$ cat src/rtl/bcs_pkg.sv
package bcs_pkg;
  typedef enum logic [1:0] {
    BL_TWO   = 2'b00,
    BL_FOUR  = 2'b01,
    BL_EIGHT = 2'b10,
    BL_PAGE  = 2'b11
  } blen_e;
endpackage

$ cat src/rtl/bcs_mode_dec.sv
module bcs_mode_dec
  import bcs_pkg::*;
#(
  parameter int COL_W = 9
) (
  input  blen_e             len,
  input  logic              il,
  output logic [COL_W-1:0]  wrap_mask,
  output logic              is_page,
  output logic              illegal
);
  logic four_up;
  logic eight;

  assign is_page = (len == BL_PAGE);
  assign eight   = (len == BL_EIGHT);
  assign four_up = (len == BL_FOUR) | eight;
  assign illegal = is_page & il;

  for (genvar i = 0; i < COL_W; i++) begin : g_mask
    if (i == 0) begin : g_b0
      assign wrap_mask[i] = 1'b1;
    end else if (i == 1) begin : g_b1
      assign wrap_mask[i] = four_up | is_page;
    end else if (i == 2) begin : g_b2
      assign wrap_mask[i] = eight | is_page;
    end else begin : g_hi
      assign wrap_mask[i] = is_page;
    end
  end
endmodule

$ cat src/rtl/bcs_beat_ctr.sv
module bcs_beat_ctr #(
  parameter int COL_W = 9
) (
  input  logic              clk,
  input  logic              rst_n,
  input  logic              ce,
  input  logic              go,
  input  logic              stop,
  input  logic [COL_W-1:0]  last_idx,
  input  logic              page,
  output logic              busy,
  output logic [COL_W-1:0]  beat,
  output logic              last
);
  logic             busy_d;
  logic [COL_W-1:0] beat_d;

  assign last = busy & ~page & (beat == last_idx);

  always_comb begin
    busy_d = busy;
    beat_d = beat;
    if (go) begin
      busy_d = 1'b1;
      beat_d = '0;
    end else if (busy) begin
      if (stop || last) begin
        busy_d = 1'b0;
      end else begin
        beat_d = beat + 1'b1;
      end
    end
  end

  always_ff @(posedge clk or negedge rst_n) begin
    if (!rst_n) begin
      busy <= 1'b0;
      beat <= '0;
    end else if (ce) begin
      busy <= busy_d;
      beat <= beat_d;
    end
  end
endmodule

$ cat src/rtl/bcs_addr_gen.sv
module bcs_addr_gen #(
  parameter int COL_W = 9
) (
  input  logic [COL_W-1:0]  base,
  input  logic [COL_W-1:0]  beat,
  input  logic [COL_W-1:0]  wrap_mask,
  input  logic              il,
  output logic [COL_W-1:0]  col
);
  logic [COL_W-1:0] linear;
  logic [COL_W-1:0] xored;
  logic [COL_W-1:0] offset;

  assign linear = base + beat;
  assign xored  = base ^ beat;
  assign offset = il ? xored : linear;
  assign col    = (base & ~wrap_mask) | (offset & wrap_mask);
endmodule

$ cat src/rtl/burst_col_seq.sv
module burst_col_seq
  import bcs_pkg::*;
#(
  parameter int COL_W = 9
) (
  input  logic              clk,
  input  logic              rst_n,
  input  logic              ce,
  input  logic              start,
  input  logic [COL_W-1:0]  start_col,
  input  logic [1:0]        bl_sel,
  input  logic              interleave,
  input  logic              stop,
  output logic [COL_W-1:0]  col_out,
  output logic              col_valid,
  output logic              burst_done,
  output logic              mode_err
);
  logic [COL_W-1:0] in_mask;
  logic             in_page;
  logic             in_illegal;
  logic [COL_W-1:0] mask_q, mask_d;
  logic             page_q, page_d;
  logic             il_q, il_d;
  logic [COL_W-1:0] base_q, base_d;
  logic             err_d;
  logic             busy;
  logic [COL_W-1:0] beat;
  logic             accept;
  logic             go;

  bcs_mode_dec #(.COL_W(COL_W)) u_dec (
    .len       (blen_e'(bl_sel)),
    .il        (interleave),
    .wrap_mask (in_mask),
    .is_page   (in_page),
    .illegal   (in_illegal)
  );

  assign accept = start & ~busy;
  assign go     = accept & ~in_illegal;

  always_comb begin
    mask_d = mask_q;
    page_d = page_q;
    il_d   = il_q;
    base_d = base_q;
    err_d  = accept & in_illegal;
    if (go) begin
      mask_d = in_mask;
      page_d = in_page;
      il_d   = interleave;
      base_d = start_col;
    end
  end

  always_ff @(posedge clk or negedge rst_n) begin
    if (!rst_n) begin
      mask_q   <= '0;
      page_q   <= 1'b0;
      il_q     <= 1'b0;
      base_q   <= '0;
      mode_err <= 1'b0;
    end else if (ce) begin
      mask_q   <= mask_d;
      page_q   <= page_d;
      il_q     <= il_d;
      base_q   <= base_d;
      mode_err <= err_d;
    end
  end

  bcs_beat_ctr #(.COL_W(COL_W)) u_ctr (
    .clk      (clk),
    .rst_n    (rst_n),
    .ce       (ce),
    .go       (go),
    .stop     (stop),
    .last_idx (mask_q),
    .page     (page_q),
    .busy     (busy),
    .beat     (beat),
    .last     (burst_done)
  );

  bcs_addr_gen #(.COL_W(COL_W)) u_addr (
    .base      (base_q),
    .beat      (beat),
    .wrap_mask (mask_q),
    .il        (il_q),
    .col       (col_out)
  );

  assign col_valid = busy;
endmodule

$ cat config.mk
export PLATFORM = sky130hd
export DESIGN_NAME = burst_col_seq
export DESIGN_NICKNAME = d
export VERILOG_FILES = /design/src/rtl/bcs_pkg.sv /design/src/rtl/bcs_mode_dec.sv /design/src/rtl/bcs_beat_ctr.sv /design/src/rtl/bcs_addr_gen.sv /design/src/rtl/burst_col_seq.sv
export SDC_FILE = /design/constraint.sdc
export NUM_CORES = 1
export LEC_CHECK = 0
export ABC_AREA = 1
export CAP_MARGIN = 10
export CORE_ASPECT_RATIO = 0.6
export CORE_MARGIN = 3
export CORE_UTILIZATION = 40
export DETAILED_ROUTE_END_ITERATION = 16
export DONT_BUFFER_PORTS = 1
export GPL_TIMING_DRIVEN = 0
export PLACE_DENSITY = 0.62
export SLEW_MARGIN = 20
export SYNTH_ARGS = -nofsm -noshare
export SYNTH_HDL_FRONTEND = slang
export SYNTH_SLANG_ARGS = --single-unit
$ cat constraint.sdc
create_clock -name clk -period 2.6 [get_ports clk]
set_input_delay 0.26 -clock clk [delete_from_list [all_inputs] [get_ports clk]]
set_output_delay 0.26 -clock clk [all_outputs]
set_load 0.05 [all_outputs]
==> flow_summary_export.csv, run 1 <==
group,metric,value,unit
cells_and_area,multi_input_area,1030,um2
hold_path,min-delay-start,"start_col[7]",
cells_and_area,drive_above_1_share,12.1,%
clock_network,htree_num_levels,1,
floorplan,start_util,42.3,%
yosys,syn_area,1770,um2
hold_path,hold_class,"input pin to flip-flop",
power,total_power,1.97,mW
setup_path,worst_setup_path_end_kind,"output pin",
power,powerDensity,984,nW/um2
drt,via_per_inst,4.88,
setup_path,rr_startpoint,"u_ctr.busy$_DFFE_PN0P_",
timing,whs,0.0731,ns
yosys,synth.distinct_cells,28,
yosys,synth_top_area_share,35.3,%
yosys,synth_nets,284,
drt,avgRoutedWirePerCell,13.9,um
status,status,"complete, no violations",
cells_and_area,area_growth,13.1,%
clock_network,cts_tree,"yes",
hold_path,whs_path_depth,2,
clock_network,cts_buffer_depth,2,
setup_path,slowest_stage,"dfrtp_1",
yosys,synth_edf_count,0,
yosys,ys_async_sr_fraction,100,%
grt,grt_max_degree,26,
yosys,synthTopCellsByArea,"dfrtp_1 35%, nand2_1 21%, ha_1 6.4%",
clock_network,cts_buffers,3,
clock_network,clk_pin_slew,0.11,ns
floorplan,io_pins,29,
drt,drtIter0Drc,75,
floorplan,dieArea,5290,um2
drt,antenna_left,0,
grt,grt_usage,18.4,%
power,leakage,1.05,nW
floorplan,fp.coreArea,4190,um2
timing,report.final.setup_viol,0,
timing,finalCritPeriodShare,94.2,%
timing,timing.final.hold_violations,0,
place,place_congestion,0.838,
timing,tightest_slew,0.973,ns
hold_path,min_to,"base_q[7]$_DFFE_PN0P_",
timing,rsz0062_at_grt,"no",
timing,timing.fmax,408,MHz
place,io_buffers,0,
yosys,synth_most_common_cell,"nand2_1",
setup_path,required,2.34,ns
grt,gr-total-overflow,0,
yosys,syn_area_per_cell,6.89,um2
setup_path,crit_type,"flip-flop to output pin",
timing,fin_worst_skew,0.0100,ns
floorplan,placementRows,18,
yosys,ys.flop_type,"dfrtp_1",
cells_and_area,final_nets,293,
drt,via_count,1587,
clock_network,clock_sinks,25,
yosys,synth_top_area_cell,"dfrtp_1",
drt,drt-total-wl,4530,um
grt,grt_pass1_wl,7430,um
setup_path,r2r_cells,7,
setup_path,worst_ep_arrival_time,2.19,ns
drt,drt_pass1_iterations,4,
timing,finalCriticalPeriod,2.45,ns
setup_path,crit_chain,"ha_4 -> inv_1 -> fa_1 -> inv_1 -> nand3_1 -> nand2_2 -> nand2_2 -> xor2_1 -> o21ai_4",
cells_and_area,fill_cells,471,
yosys,ys_warn_count,0,
timing,slew_headroom,34.7,%
yosys,seq_area_frac_synth,35.3,%
run,drv_cap,0,
yosys,synth_seq_cells,25,
place,dp_hpwl,3480,um
setup_path,cpPeakStageDelay,0.44,ns
yosys,yosys-top-cells-count,"99 x nand2_1, 30 x inv_1, 25 x dfrtp_1",
power,peakVddDrop,0.000414,V
setup_path,rrSetupSlack,0.84,ns
timing,drv_slew,0,
cells_and_area,diodes,0,
cells_and_area,seqCellArea,627,um2
setup_path,r2r-end,"base_q[1]$_DFFE_PN0P_",
clock_network,clock_latency,0.29,ns
drt,post-route-drc-count,0,
grt,grt_pass1_vias,1455,
setup_path,path_max_fanout,3,
floorplan,dieWidth,91.9,um
setup_path,start_kind,"flip-flop",
floorplan,die_h,57.5,um
clock_network,root_buffer,"clkbuf_8",
yosys,syn_inst,257,
grt,antenna_found_initial,0,
==> cell usage in the layout (no fill, tap or decap), types with 2 or more instances in the layout <==
cell type and count:
nand2_4 3, xor2_1 8, nand2_1 94, inv_1 30
dfrtp_1 24, nor2_1 13, o211ai_1 2, clkbuf_8 3
buf_2 2, inv_2 2, o21ai_0 5, a21oi_1 13
buf_6 2, o21ai_2 2, ha_1 8, buf_4 3
o21ai_1 3, nand2_2 5, nand3_1 22, nand4_1 5
==> worst max-delay path by stage <==
stage,start,to,slack (ns),depth (start not counted)
after floorplan,u_ctr.beat[0]$_DFFE_PN0P_,col_out[2],0.08,6
after global placement,u_ctr.beat[0]$_DFFE_PN0P_,col_out[2],-0.22,6
after detailed placement,u_ctr.beat[0]$_DFFE_PN0P_,col_out[4],-0.14,9
after CTS,u_ctr.beat[0]$_DFFE_PN0P_,col_out[4],0.01,9
after global routing,base_q[0]$_DFFE_PN0P_,col_out[4],0.02,9
final,base_q[0]$_DFFE_PN0P_,col_out[4],0.15,9
==> per-layer routing <==
metal  wire length [um]  share of wire (%)  up-vias  global-route usage [%]
li1                   -                  -      836                       -
met1               2540                 56      711                    29.5
met2               1680                 37       36                    24.4
met3                284                6.3        4                    5.14
met4                 25               0.55        0                    2.75
met5                  0                  0        -                       0
==> critical path: cells and delay by family, from the launching register on <==
| family | cells | cell delay [ns] |
|---|---|---|
| AO/OA/AOI/OAI | 1 | 0.37 |
| XOR/XNOR | 1 | 0.17 |
| adder cells (fa/ha/maj) | 2 | 0.52 |
| AND/OR/NAND/NOR | 3 | 0.24 |
| buffers and inverters | 2 | 0.14 |
| flip-flops | 1 | 0.44 |
==> registers in the layout, indices dropped and copies added, names as in the netlist <==
register and flops:
base_q 9, il_q 1, mode_err 1, mask_q 4
u_ctr.beat 9, u_ctr.busy 1
==> cells by family (layout without fill, tap and decap cells) <==
kind of cell	count (synthesis)	after routing	synth area share, %
AND/OR/NAND/NOR	147	147	35.2
buffers and inverters	39	47	9.61
AO/OA/AOI/OAI	28	28	8.41
flip-flops	25	25	35.3
adder cells (fa/ha/maj)	10	10	7.49
XOR/XNOR	8	8	3.96
==> report_power, final <==
group | switching [mW] | leakage, nW | internal (mW) | total [mW]
Clock | 0.147 | 0.0261 | 0.113 | 0.259
Combinational | 0.760 | 0.711 | 0.317 | 1.08
Sequential | 0.147 | 0.314 | 0.487 | 0.634
Total | 1.05 | 1.05 | 0.917 | 1.97
==> through the flow <==
stage | std cells | setup TNS, ns | instance area (um2) | setup slack, ns | utilization [%]
after global placement | 317 | -0.348 | 1850 | -0.217 | 44.1
after CTS | 323 | 0 | 1950 | 0.0127 | 46.6
after floorplan | 257 | 0 | 1770 | 0.0821 | -
after global routing | 325 | 0 | 2000 | 0.0168 | 47.8
after detailed placement | 317 | -0.136 | 1850 | -0.136 | 44.1
final | 325 | 0 | 2000 | 0.151 | 47.8
==> what timing repair did <==
action                     4_1_cts  5_1_grt
hold endpoints to repair        25        0
pin swaps                        0        2
hold buffers                     2        0
setup endpoints to repair        6        6
buffers inserted                 0        2
gates resized for setup          7        8
==> cell type report <==
cell class | count | area share [%]
Buffer | 6 | 2.19
Clock buffer | 3 | 2.06
Clock inverter | 1 | 0.437
Inverter | 33 | 6.31
Multi-Input combinational cell | 193 | 51.7
Sequential cell | 25 | 31.3
Tap cell | 60 | 3.75
Timing Repair Buffer | 4 | 2.25
Power figures use the tool's default switching activity.
==> run 2, diff against run 1 <==
REMOVE_ABC_BUFFERS = 1   (was default)
==> run 2 against run 1 <==
Final area is 3.4% lower. Sequential cell count stayed put. Critical path type unchanged. Clock power is 8.1% lower. Power is 4.3% lower. First-iteration DRC count is 88% higher.
==> flow_summary_export.csv, run 2 (synthesized netlist as in run 1, its figures left out) <==
group,metric,value,unit
clock_network,cts_tree,"yes",
timing,finalCriticalPeriod,2.46,ns
timing,drv_slew,0,
drt,wl_met1,2300,um
setup_path,crit_type,"flip-flop to output pin",
floorplan,die_h,57.5,um
hold_path,hold_class,"input pin to flip-flop",
clock_network,clk_pin_slew,0.09,ns
floorplan,placementRows,18,
drt,drt_pass1_iterations,4,
setup_path,path_common_cell,"nand2_1",
cells_and_area,area_growth,9.19,%
cells_and_area,final_cell_mix,"95 x nand2_1, 29 x inv_1, 24 x dfrtp_1",
drt,wl_met2,1650,um
timing,tightest_slew,0.994,ns
clock_network,cts_buffer_depth,2,
floorplan,dieWidth,91.9,um
grt,grt_pass1_wl,7100,um
setup_path,crit_chain,"ha_1 -> nand2_1 -> or2_2 -> nand3_1 -> nand2_1 -> nand2_1 -> nand3_1 -> nand2_1",
cells_and_area,final_nets,286,
drt,drt-total-wl,4230,um
grt,grt_usage,17.2,%
cells_and_area,top_regs,"base_q: 9 flops, u_ctr.beat: 9 flops, mask_q: 4 flops",
run,drv_cap,0,
clock_network,clock_sinks,25,
place,dp_hpwl,3080,um
drt,met3_length,245,um
clock_network,htree_num_levels,1,
cells_and_area,diodes,0,
setup_path,rrSetupSlack,0.67,ns
timing,fin_worst_skew,0.00383,ns
timing,slew_headroom,33.3,%
place,io_buffers,0,
grt,grt_max_degree,26,
timing,finalCritPeriodShare,94.7,%
cells_and_area,drive_above_1_share,9.69,%
clock_network,cts_buffers,3,
drt,via_count,1558,
setup_path,required,2.34,ns
clock_network,root_buffer,"clkbuf_8",
cells_and_area,fill_cells,467,
setup_path,cp_top_family,"simple AND/OR/NAND/NOR gates",
floorplan,dieArea,5290,um2
place,place_congestion,0.824,
timing,rsz0062_at_grt,"no",
cells_and_area,final_common_cell,"nand2_1",
grt,antenna_found_initial,0,
drt,via_per_inst,4.90,
setup_path,slowest_stage,"dfrtp_1",
setup_path,cp_num_buf_inv,0,
drt,drtIter0Drc,141,
setup_path,path_max_fanout,7,
clock_network,clock_latency,0.27,ns
drt,post-route-drc-count,0,
grt,gr-total-overflow,0,
drt,top_layer_used,"met4",
floorplan,start_util,42.3,%
setup_path,cpPeakStageDelay,0.47,ns
setup_path,worst_ep_arrival_time,2.20,ns
setup_path,worst_setup_path_end_kind,"output pin",
place,dp_slack,-0.0511,ns
grt,grt_pass1_vias,1399,
timing,report.final.setup_viol,0,
status,status,"complete, no violations",
drt,antenna_left,0,
timing,final.setup.worst_slack,0.137,ns
floorplan,io_pins,29,
power,powerDensity,976,nW/um2
floorplan,fp.coreArea,4190,um2
drt,avgRoutedWirePerCell,13.3,um
timing,timing.final.hold_violations,0,
power,peakVddDrop,0.000501,V
timing,setup_tns,0,ns
setup_path,start_kind,"flip-flop",
timing,timing.fmax,406,MHz
power,leakage,1.02,nW
## run 2: worst register-to-register path, delay by kind of cell, from the launching register on
kind | cells | cell delay (ns)
and+or+nand+nor | 3 | 0.56
AOI/OAI and AO/OA | 2 | 0.24
buffers and inverters | 2 | 0.47
DFF | 1 | 0.58
## run 2: worst paths after layout
path / from / endpoint / cells after the start
min: ce / u_ctr.busy$_DFFE_PN0P_ / 1
max in group asynchronous: rst_n / u_ctr.beat[0]$_DFFE_PN0P_ / 2
max reg2reg: u_ctr.busy$_DFFE_PN0P_ / mask_q[1]$_DFFE_PN0P_ / 7
min reg2reg: base_q[7]$_DFFE_PN0P_ / base_q[7]$_DFFE_PN0P_ / 2
min in group asynchronous: rst_n / mask_q[3]$_DFFE_PN0P_ / 2
max: u_ctr.beat[6]$_DFFE_PN0P_ / col_out[7] / 8
## run 2: report_power, final
part | internal, mW | switching, mW | total (mW)
clock network | 0.110 | 0.128 | 0.238
registers | 0.487 | 0.150 | 0.637
logic | 0.280 | 0.732 | 1.01
total | 0.877 | 1.01 | 1.89
## run 2: cell type report
type | count | area, um2 | area share [%]
Sequential cell | 25 | 627 | 32.4
Multi-Input combinational cell | 193 | 1020 | 52.9
Timing Repair Buffer | 3 | 37.5 | 1.94
Clock buffer | 4 | 45.0 | 2.33
Tap cell | 60 | 75.1 | 3.88
Inverter | 33 | 126 | 6.54
## run 2: stage by stage
step | utilization [%] | hold WS, ns | cells | total power [mW] | area (um2)
2_1_floorplan | - | -0.0356 | 251 | 1.40 | 1730
3_3_place_gp | 43.0 | -0.0350 | 311 | 1.55 | 1800
3_5_place_dp | 43.0 | -0.0350 | 311 | 1.56 | 1800
4_1_cts | 45.6 | 0.0802 | 317 | 1.87 | 1910
5_1_grt | 46.1 | 0.0875 | 318 | 2.04 | 1930
6_report | 46.1 | 0.0856 | 318 | 1.89 | 1930
## run 2: timing repair
item,4_1_cts,5_1_grt
setup buffers,0,1
pin swaps,0,3
hold buffers,2,0
setup endpoints to repair,6,4
resized for setup,8,7
endpoints found under the hold margin,25,0
## run 2: routing by layer
metal	vias up	global-route usage [%]
li1	821	-
met1	700	27.1
met2	33	22.4
met3	4	5.01
met4	0	4.44
met5	-	0
